$ cat src/rtl/freqm_pkg.sv
package freqm_pkg;

    typedef enum logic {
        MODE_DIRECT = 1'b0,
        MODE_RECIP  = 1'b1
    } meas_mode_e;

    typedef enum logic [2:0] {
        ST_IDLE,
        ST_GATE,
        ST_ARM,
        ST_OPEN,
        ST_FIN
    } meas_state_e;

    typedef struct packed {
        logic cnt_clr;
        logic gate_on;
        logic win_open;
        logic fin;
    } meas_ctl_s;

    localparam int unsigned MIN_TENTHS  = 1;
    localparam int unsigned MAX_TENTHS  = 1000;
    localparam int unsigned GATE_TENTHS = 5;
    localparam int unsigned PRESCALE    = 5;

    function automatic int unsigned clamp_tenths(input int unsigned v);
        if (v < MIN_TENTHS) return MIN_TENTHS;
        if (v > MAX_TENTHS) return MAX_TENTHS;
        return v;
    endfunction

endpackage

$ cat src/rtl/freqm_insync.sv
module freqm_insync #(
    parameter int STAGES = 2
) (
    input  logic clk,
    input  logic rst,
    input  logic sig_i,
    output logic rise_o
);
    logic [STAGES:0] sh_q;

    always_ff @(posedge clk) begin
        if (rst) sh_q <= '0;
        else     sh_q <= {sh_q[STAGES-1:0], sig_i};
    end

    assign rise_o = sh_q[STAGES-1] & ~sh_q[STAGES];
endmodule

$ cat src/rtl/freqm_bcd_chain.sv
module freqm_bcd_chain #(
    parameter int NDIG = 8
) (
    input  logic            clk,
    input  logic            rst,
    input  logic            clr_i,
    input  logic            inc_i,
    output logic [NDIG*4-1:0] digits_o,
    output logic            wrap_o
);
    logic [NDIG:0] carry;
    assign carry[0] = inc_i;

    for (genvar g = 0; g < NDIG; g++) begin : g_dig
        logic [3:0] d_q;
        assign carry[g+1]       = carry[g] & (d_q == 4'd9);
        assign digits_o[g*4 +: 4] = d_q;
        always_ff @(posedge clk) begin
            if (rst || clr_i)  d_q <= 4'd0;
            else if (carry[g]) d_q <= (d_q == 4'd9) ? 4'd0 : d_q + 4'd1;
        end
    end

    assign wrap_o = carry[NDIG];
endmodule

$ cat src/rtl/freqm_win_ctl.sv
module freqm_win_ctl
    import freqm_pkg::*;
#(
    parameter int TICKS = 5_000_000,
    parameter int SEL_W = 10,
    parameter int TW    = 33
) (
    input  logic             clk,
    input  logic             rst,
    input  logic             start_i,
    input  logic             mode_i,
    input  logic [SEL_W-1:0] tenths_i,
    input  logic             rise_i,
    output meas_ctl_s        ctl_o
);
    localparam longint unsigned GATE_L = 64'(GATE_TENTHS) * 64'(TICKS);
    localparam logic [TW-1:0]   GATE_LAST = TW'(GATE_L - 1);

    meas_state_e  state_q;
    logic [TW-1:0] timer_q;
    logic [TW-1:0] win_q;
    logic          raw_done;

    assign raw_done = (timer_q >= win_q);

    always_ff @(posedge clk) begin
        if (rst) begin
            state_q <= ST_IDLE;
            timer_q <= '0;
            win_q   <= '0;
        end else begin
            case (state_q)
                ST_IDLE: if (start_i) begin
                    timer_q <= '0;
                    win_q   <= TW'(clamp_tenths(32'(tenths_i))) * TW'(TICKS);
                    state_q <= (meas_mode_e'(mode_i) == MODE_RECIP) ? ST_ARM : ST_GATE;
                end
                ST_GATE: begin
                    timer_q <= timer_q + 1'b1;
                    if (timer_q == GATE_LAST) state_q <= ST_FIN;
                end
                ST_ARM: begin
                    if (!raw_done) timer_q <= timer_q + 1'b1;
                    if (rise_i)    state_q <= ST_OPEN;
                end
                ST_OPEN: begin
                    if (!raw_done) timer_q <= timer_q + 1'b1;
                    if (rise_i && raw_done) state_q <= ST_FIN;
                end
                default: state_q <= ST_IDLE;
            endcase
        end
    end

    always_comb begin
        ctl_o.cnt_clr  = (state_q == ST_IDLE) && start_i;
        ctl_o.gate_on  = (state_q == ST_GATE);
        ctl_o.win_open = (state_q == ST_OPEN);
        ctl_o.fin      = (state_q == ST_FIN);
    end
endmodule

$ cat src/rtl/freq_meter.sv
module freq_meter
    import freqm_pkg::*;
#(
    parameter int TICKS_PER_TENTH = 5_000_000,
    parameter int NDIG            = 8,
    parameter int CNT_W           = 32,
    parameter int SEL_W           = 10,
    parameter int SYNC_STAGES     = 2
) (
    input  logic               clk,
    input  logic               rst,
    input  logic               sig_i,
    input  logic               start_i,
    input  logic               mode_i,
    input  logic [SEL_W-1:0]   win_tenths_i,
    output logic               done_o,
    output logic               ovf_o,
    output logic [NDIG*4-1:0]  bcd_o,
    output logic [CNT_W-1:0]   in_cnt_o,
    output logic [CNT_W-1:0]   ref_cnt_o
);
    localparam longint unsigned MAXW_L = 64'(MAX_TENTHS) * 64'(TICKS_PER_TENTH);
    localparam int TW = $clog2(MAXW_L + 1);
    localparam int PW = $clog2(PRESCALE);

    logic          rise;
    meas_ctl_s     ctl;
    logic [PW-1:0] pre_q;
    logic          pre_tick;
    logic [NDIG*4-1:0] bcd_q;
    logic          bcd_wrap;
    logic [CNT_W-1:0] in_q, ref_q;
    logic          in_inc, ref_inc, ovf_q;

    freqm_insync #(.STAGES(SYNC_STAGES)) sync_i (
        .clk(clk), .rst(rst), .sig_i(sig_i), .rise_o(rise)
    );

    freqm_win_ctl #(.TICKS(TICKS_PER_TENTH), .SEL_W(SEL_W), .TW(TW)) ctl_i (
        .clk(clk), .rst(rst), .start_i(start_i), .mode_i(mode_i),
        .tenths_i(win_tenths_i), .rise_i(rise), .ctl_o(ctl)
    );

    assign pre_tick = ctl.gate_on && rise && (pre_q == PW'(PRESCALE - 1));

    always_ff @(posedge clk) begin
        if (rst || ctl.cnt_clr)     pre_q <= '0;
        else if (ctl.gate_on && rise) pre_q <= pre_tick ? '0 : pre_q + 1'b1;
    end

    freqm_bcd_chain #(.NDIG(NDIG)) bcd_i (
        .clk(clk), .rst(rst), .clr_i(ctl.cnt_clr), .inc_i(pre_tick),
        .digits_o(bcd_q), .wrap_o(bcd_wrap)
    );

    assign in_inc  = ctl.win_open && rise;
    assign ref_inc = ctl.win_open;

    always_ff @(posedge clk) begin
        if (rst || ctl.cnt_clr) begin
            in_q  <= '0;
            ref_q <= '0;
            ovf_q <= 1'b0;
        end else begin
            if (in_inc)  in_q  <= in_q + 1'b1;
            if (ref_inc) ref_q <= ref_q + 1'b1;
            if (bcd_wrap || (in_inc && &in_q) || (ref_inc && &ref_q)) ovf_q <= 1'b1;
        end
    end

    always_ff @(posedge clk) begin
        if (rst) begin
            done_o    <= 1'b0;
            ovf_o     <= 1'b0;
            bcd_o     <= '0;
            in_cnt_o  <= '0;
            ref_cnt_o <= '0;
        end else begin
            done_o <= ctl.fin;
            if (ctl.fin) begin
                ovf_o     <= ovf_q;
                bcd_o     <= bcd_q;
                in_cnt_o  <= in_q;
                ref_cnt_o <= ref_q;
            end
        end
    end
endmodule

$ cat config.mk
export PLATFORM = sky130hd
export DESIGN_NAME = freq_meter
export DESIGN_NICKNAME = d
export VERILOG_FILES = /design/src/rtl/freqm_pkg.sv /design/src/rtl/freqm_insync.sv /design/src/rtl/freqm_bcd_chain.sv /design/src/rtl/freqm_win_ctl.sv /design/src/rtl/freq_meter.sv
export SDC_FILE = /design/constraint.sdc
export NUM_CORES = 1
export LEC_CHECK = 0
export BUFFER_PORTS_ARGS = -buffer_cell sky130_fd_sc_hd__buf_2
export CAP_MARGIN = 30
export CORE_MARGIN = 4
export CORE_UTILIZATION = 65
export DETAILED_ROUTE_END_ITERATION = 10
export PLACE_DENSITY = 0.85
export SLEW_MARGIN = 15
export SYNTH_ARGS = -nofsm -noshare
export SYNTH_HDL_FRONTEND = slang
export SYNTH_SLANG_ARGS = --single-unit
$ cat constraint.sdc
create_clock -name clk -period 13.25 [get_ports clk]
set_input_delay 1.9875 -clock clk [delete_from_list [all_inputs] [get_ports clk]]
set_output_delay 1.9875 -clock clk [all_outputs]
set_load 0.05 [all_outputs]
# [After elaboration in Yosys (flattened, before gate mapping)]
# Index checks and enable logic that the tools add are counted.
# Widths: inputs -> output; s select.
[op_classes] order_cmp=3 reduce_logical=18 eq_ne=19 bitwise_logic=10 add_sub_neg=12 muxes=34 n_mul=1
[op_table] cell="$mux 32" count=4
[op_table] cell="$pmux 33 s3" count=1
[op_table] cell="$mux 33" count=2
[op_table] cell="$add 32x1->32 const B" count=2
[op_table] cell="$reduce_and 32->1" count=2
[op_table] cell="$add 33x1->33 const B" count=1
[op_table] cell="$eq 33x25->1 const B" count=1
[op_table] cell="$ge 33x33->1" count=1
[op_table] cell="$add 4x1->4 const B" count=8
[op_table] cell="$eq 4x4->1 const B" count=8
[op_table] cell="$mul 32x17->27 const B" count=1
[op_table] cell="$mux 4" count=8
[op_table] cell="$mux 10" count=2
[op_table] cell="$mux 3" count=5
[op_table] cell="$pmux 3 s4" count=1
[op_table] cell="$gt 10x10->1 const B" count=1
[op_table] cell="$lt 10x1->1 const B" count=1
[op_table] cell="$mux 1" count=10
[op_table] cell="$and 1x1->1" count=9
[op_table] cell="$logic_and 1x1->1" count=7
[op_table] cell="$eq 3x2->1 const B" count=2
[op_table] cell="$eq 3x3->1 const B" count=2
[op_table] cell="$ne 2x1->1 const B" count=3
[op_table] cell="$ne 2x2->1 const B" count=2
[op_table] cell="other kinds (11)" count=13
[word_totals] output_inout_bits=98 ff_bits=264 elab_cells=118

# [Logic depth before layout (Yosys ltp)]
[logic_depth] depth_word=15 mapped_depth=20

# [Cells and area by module]
# From an unflattened synthesis, not the netlist that was laid out.
[unflattened] hier_cells=1710 area_unflattened_um2=15144.5
[by_module_without_submodules] mod="freqm_win_ctl" area_per_inst_um2=6800.3 seq_area_each_um2=1261.2 n_inst=1 cells_per_inst=815
[by_module_without_submodules] mod="freq_meter" area_per_inst_um2=6527.5 seq_area_each_um2=3323.2 n_inst=1 cells_per_inst=683
[by_module_without_submodules] mod="freqm_bcd_chain" area_per_inst_um2=1729.2 seq_area_each_um2=640.6 n_inst=1 cells_per_inst=205
[by_module_without_submodules] mod="freqm_insync" area_per_inst_um2=87.6 seq_area_each_um2=60.1 n_inst=1 cells_per_inst=7

# [Worst setup path before layout]
# OpenSTA, ideal clock, no wires.
[synth_path] kind="input to register" start="in win_tenths_i[7]" end="reg ctl_i.win_q[29]" path_stages=20 setup_time_ns=0.127 slack_ns=6.796 t_arrival_ns=6.327 cell_sequence="nand3_1 or3_1 and2_1 ha_1 ha_1 inv_1 fa_1 inv_1 fa_1 ha_1 ha_1 ha_1 clkbuf_1 a21oi_1 nor2_1 a211oi_1 o2111ai_1 a31oi_1 xor2_1 o22ai_1"
[synth_between] elab_chain_len=12 word_cells_on_any_way=19 cone_classes="mul: 1; order compare: 2; mux: 16"
[synth_rtl] element="start, declared" line="freq_meter.sv:15" text="input logic [SEL_W-1:0] win_tenths_i,"
[synth_rtl] element="$gt 10x10->1" line="freqm_pkg.sv:30" text="if (v > MAX_TENTHS) return MAX_TENTHS;"
[synth_rtl] element="$mux 1 (2 in series)" line="freqm_pkg.sv:30"
[synth_rtl] element="$mux 1" line="freqm_win_ctl.sv:33" text="ST_IDLE: if (start_i) begin"
[synth_rtl] element="$mux 1" line="freqm_win_ctl.sv:32" text="case (state_q)"
[synth_rtl] element="$mux 1" line="freqm_win_ctl.sv:27" text="if (rst) begin"
[synth_rtl] element="$mux 10" line="freqm_pkg.sv:31" text="return v;"
[synth_rtl] element="$mux 32 *" line="freqm_pkg.sv:30"
[synth_rtl] element="$mux 32 *" line="freqm_win_ctl.sv:33"
[synth_rtl] element="$mux 32 *" line="freqm_win_ctl.sv:32"
[synth_rtl] element="$mux 32 *" line="freqm_win_ctl.sv:27"
[synth_rtl] element="$mul 32x17->27 *" line="freqm_win_ctl.sv:35" text="win_q <= TW'(clamp_tenths(32'(tenths_i))) * TW'(TICKS);"
[synth_rtl] element="end signal, assigned" line="freqm_win_ctl.sv:35"
[synth_rtl] element="end, declared" line="freqm_win_ctl.sv:21" text="logic [TW-1:0] win_q;"
# Every way passes the cells marked *; elsewhere a longest branch is shown, timed or not. The select of a mux whose other input is x is not followed.
# A chain may end at the register's enable or synchronous reset.

# [Worst setup path in the final report]
[layout_path] start="in win_tenths_i[8]" end="reg ctl_i.win_q[22]"
# The elaborated chain is that of the path after synthesis.

==> impl_metrics.ini <==
[die]
core_sq_um = 22600
die_y_microns = 159
dieArea_sq_um = 25300
io_pins = 113
row_count = 55
initial_core_util = 0.658
die_x_microns = 159

[clock_tree]
htreeDepth = 1
cts_buffers = 28
cts_resized = 0
cts_setup_buffers = 0
cts.sinks = 264
clockRootBuffer = clkbuf_16
cts_hold_buf = 0
tritoncts = built
clk_pin_slew_ns = 0.06
cts.path.max_buffers = 3
insertion_delay_ns = 0.54

[worst_setup_path]
cp.required_ns = 13.68
cp-start-kind = primary input
worstSetupEndpointType = flip-flop
critPathMaxFanout = 8
crit_arrival_ns = 7.08
reg2reg_depth = 7
path_class = in2reg

[global_route]
grt_start_max_net_pins = 99
gr-total-overflow = 0
grt_pass1_vias = 12200
grtUsageTotal = 0.258
antenna_found_initial = 0
grt_pass1_wl_microns = 57100

[pwr]
leakage_nw = 7.02
vdd.ir_drop.worst_v = 0.000114
powerDensity_nw_per_um2 = 145

[timing]
rsz0062_at_grt = no
setup_viol = 0
skew_ns = 0.0155
min_period_ns = 6.65
fmax_mhz = 150
relSlewSlack = 0.514
slew_viol_final = 0
finalHoldViolations = 0
post-route-period-util = 0.502
tns_ns = 0
worstMarginPinSlew_ns = 0.729

[layout]
n_antenna_cell = 0
nNetsFinal = 2062
area_growth_pct = 11.9
fillCellCount = 1690
layout_commonest_cell = nand2_1
final_area_sq_um = 16600
mostFrequentLayoutCells = nand2_1, dfxtp_1, a21oi_1
drive_gt1_frac = 0.105

[yosys]
synth_edf_count = 0
async_flop_share = 0
ys_types = 66
syn-instance-count = 1798
synth_area_leaders = dfxtp_1, ha_1, nand2_1
synth.top_cell.area_share = 0.356
syn_avg_cell_area_sq_um = 8.26
syn_nets = 1994
synth_seq_cells = 264
yosys_warnings = 0
ys.flop_type = dfxtp_1
syn_area_sq_um = 14800
yosysTopAreaCell = dfxtp_1
yosysSeqAreaShare = 0.356

[detailed_routing]
drt_pass1_iterations = 6
wirelength_microns = 34300
vias_per_cell = 5.87
drcViolationCount = 0
route.vias.total = 12800
wire_per_inst_microns = 15.8
ant_nets = 0
drtIter0Drc = 924

[run_status]
status = complete, no violations

[worst_hold_path]
hp-class = reg2reg
min_delay_path_depth = 2

[placed_design]
place_area_sq_um = 15500
port_buffers = 112
gp_congestion = 0.930
dp_hpwl_microns = 24200

[run]
timing.max_cap.violations = 0
==> area by class of cell <==
cell class,count,area (sq um),share of cell area
Inverter,131,492,0.0296
Sequential cell,264,5290,0.318
Timing Repair Buffer,123,678,0.0408
Clock inverter,15,223,0.0134
Clock buffer,37,805,0.0484
Tap cell,285,357,0.0215
Multi-Input combinational cell,1318,8770,0.528
==> flip-flops by register name, summed over array words and instances (netlist names), 3 cells and up <==
name and cells:
ctl_i.timer_q 33, bcd_i.g_dig.d_q 32, bcd_o 32, in_cnt_o 32, in_q 32, ref_cnt_o 32
ref_q 32, ctl_i.win_q 27, ctl_i.state_q 3, pre_q 3, sync_i.sh_q 3
==> routing by layer <==
metal  vias up  share of wire  GRT usage
li1       6308              -          -
met1      5991           0.43      0.336
met2       384           0.49      0.456
met3        77          0.053     0.0318
met4         0          0.024     0.0682
met5         -              0          0
==> through the flow <==
stage	cells	total power, mW	setup slack [ns]	hold WS (ns)	utilization
after floorplan	1798	1.40	6.80	0.414	-
after global placement	2119	1.54	6.18	0.431	0.688
after detailed placement	2119	1.56	6.09	0.443	0.688
after CTS	2171	2.41	6.63	0.452	0.734
after global routing	2173	2.55	6.37	0.463	0.736
final	2173	2.41	6.60	0.449	0.736
==> Yosys cell counts, drive strengths merged, types with 5 or more instances <==
library cell,count
nand3,48
a21oi,172
nor3b,6
nor4,15
a211oi,9
and2,12
a31oi,17
nand4,52
and4,11
mux2i,17
buf,11
nor2b,14
nor3,30
inv,131
dfxtp,264
or4,15
o31ai,12
nor4b,5
nor2,134
nand2,310
xor2,52
o311ai,7
clkbuf,74
ha,149
a21o,8
xnor2,30
or3,28
and3,24
fa,32
o21ai,49
a41o,5
==> critical path, stage by stage <==
cell      delay [ns]
buf_2           0.19
nand3_1         0.10
or3_1           0.41
and2_1          0.28
ha_1            0.36
ha_1            0.29
ha_1            0.20
fa_1            0.47
ha_1            0.28
inv_1           0.05
fa_1            0.52
inv_1           0.04
ha_1            0.33
o21ai_0         0.13
o21ai_0         0.41
a21oi_1         0.22
o211ai_1        0.21
a21oi_1         0.10
or4_1           0.39
o311ai_0        0.10
==> kinds of logic after synthesis <==
kind of cell / synth area share
adder cells (fa/ha/maj): 0.169
buffers and inverters: 0.0549
XOR/XNOR: 0.0484
AO/OA/AOI/OAI: 0.118
multiplexers: 0.0130
flip-flops: 0.356
AND/OR/NAND/NOR: 0.241
==> where the power goes <==
group | internal, mW | switching, mW
clock | 0.525 | 0.323
sequential | 0.823 | 0.0183
combinational | 0.275 | 0.443
==> worst paths after layout <==
check | startpoint | endpoint | slack, ns
max | win_tenths_i[8] | ctl_i.win_q[22]$_SDFFE_PP0P_ | 6.60
max reg2reg | ctl_i.state_q[1]$_SDFFE_PP0P_ | ovf_q$_SDFFE_PP0P_ | 10.07
min reg2reg | ref_cnt_o[11]$_SDFFE_PP0P_ | ref_cnt_o[11]$_SDFFE_PP0P_ | 0.45
min | ref_cnt_o[11]$_SDFFE_PP0P_ | ref_cnt_o[11]$_SDFFE_PP0P_ | 0.45
Note: power is estimated with default switching activity, not from simulation.
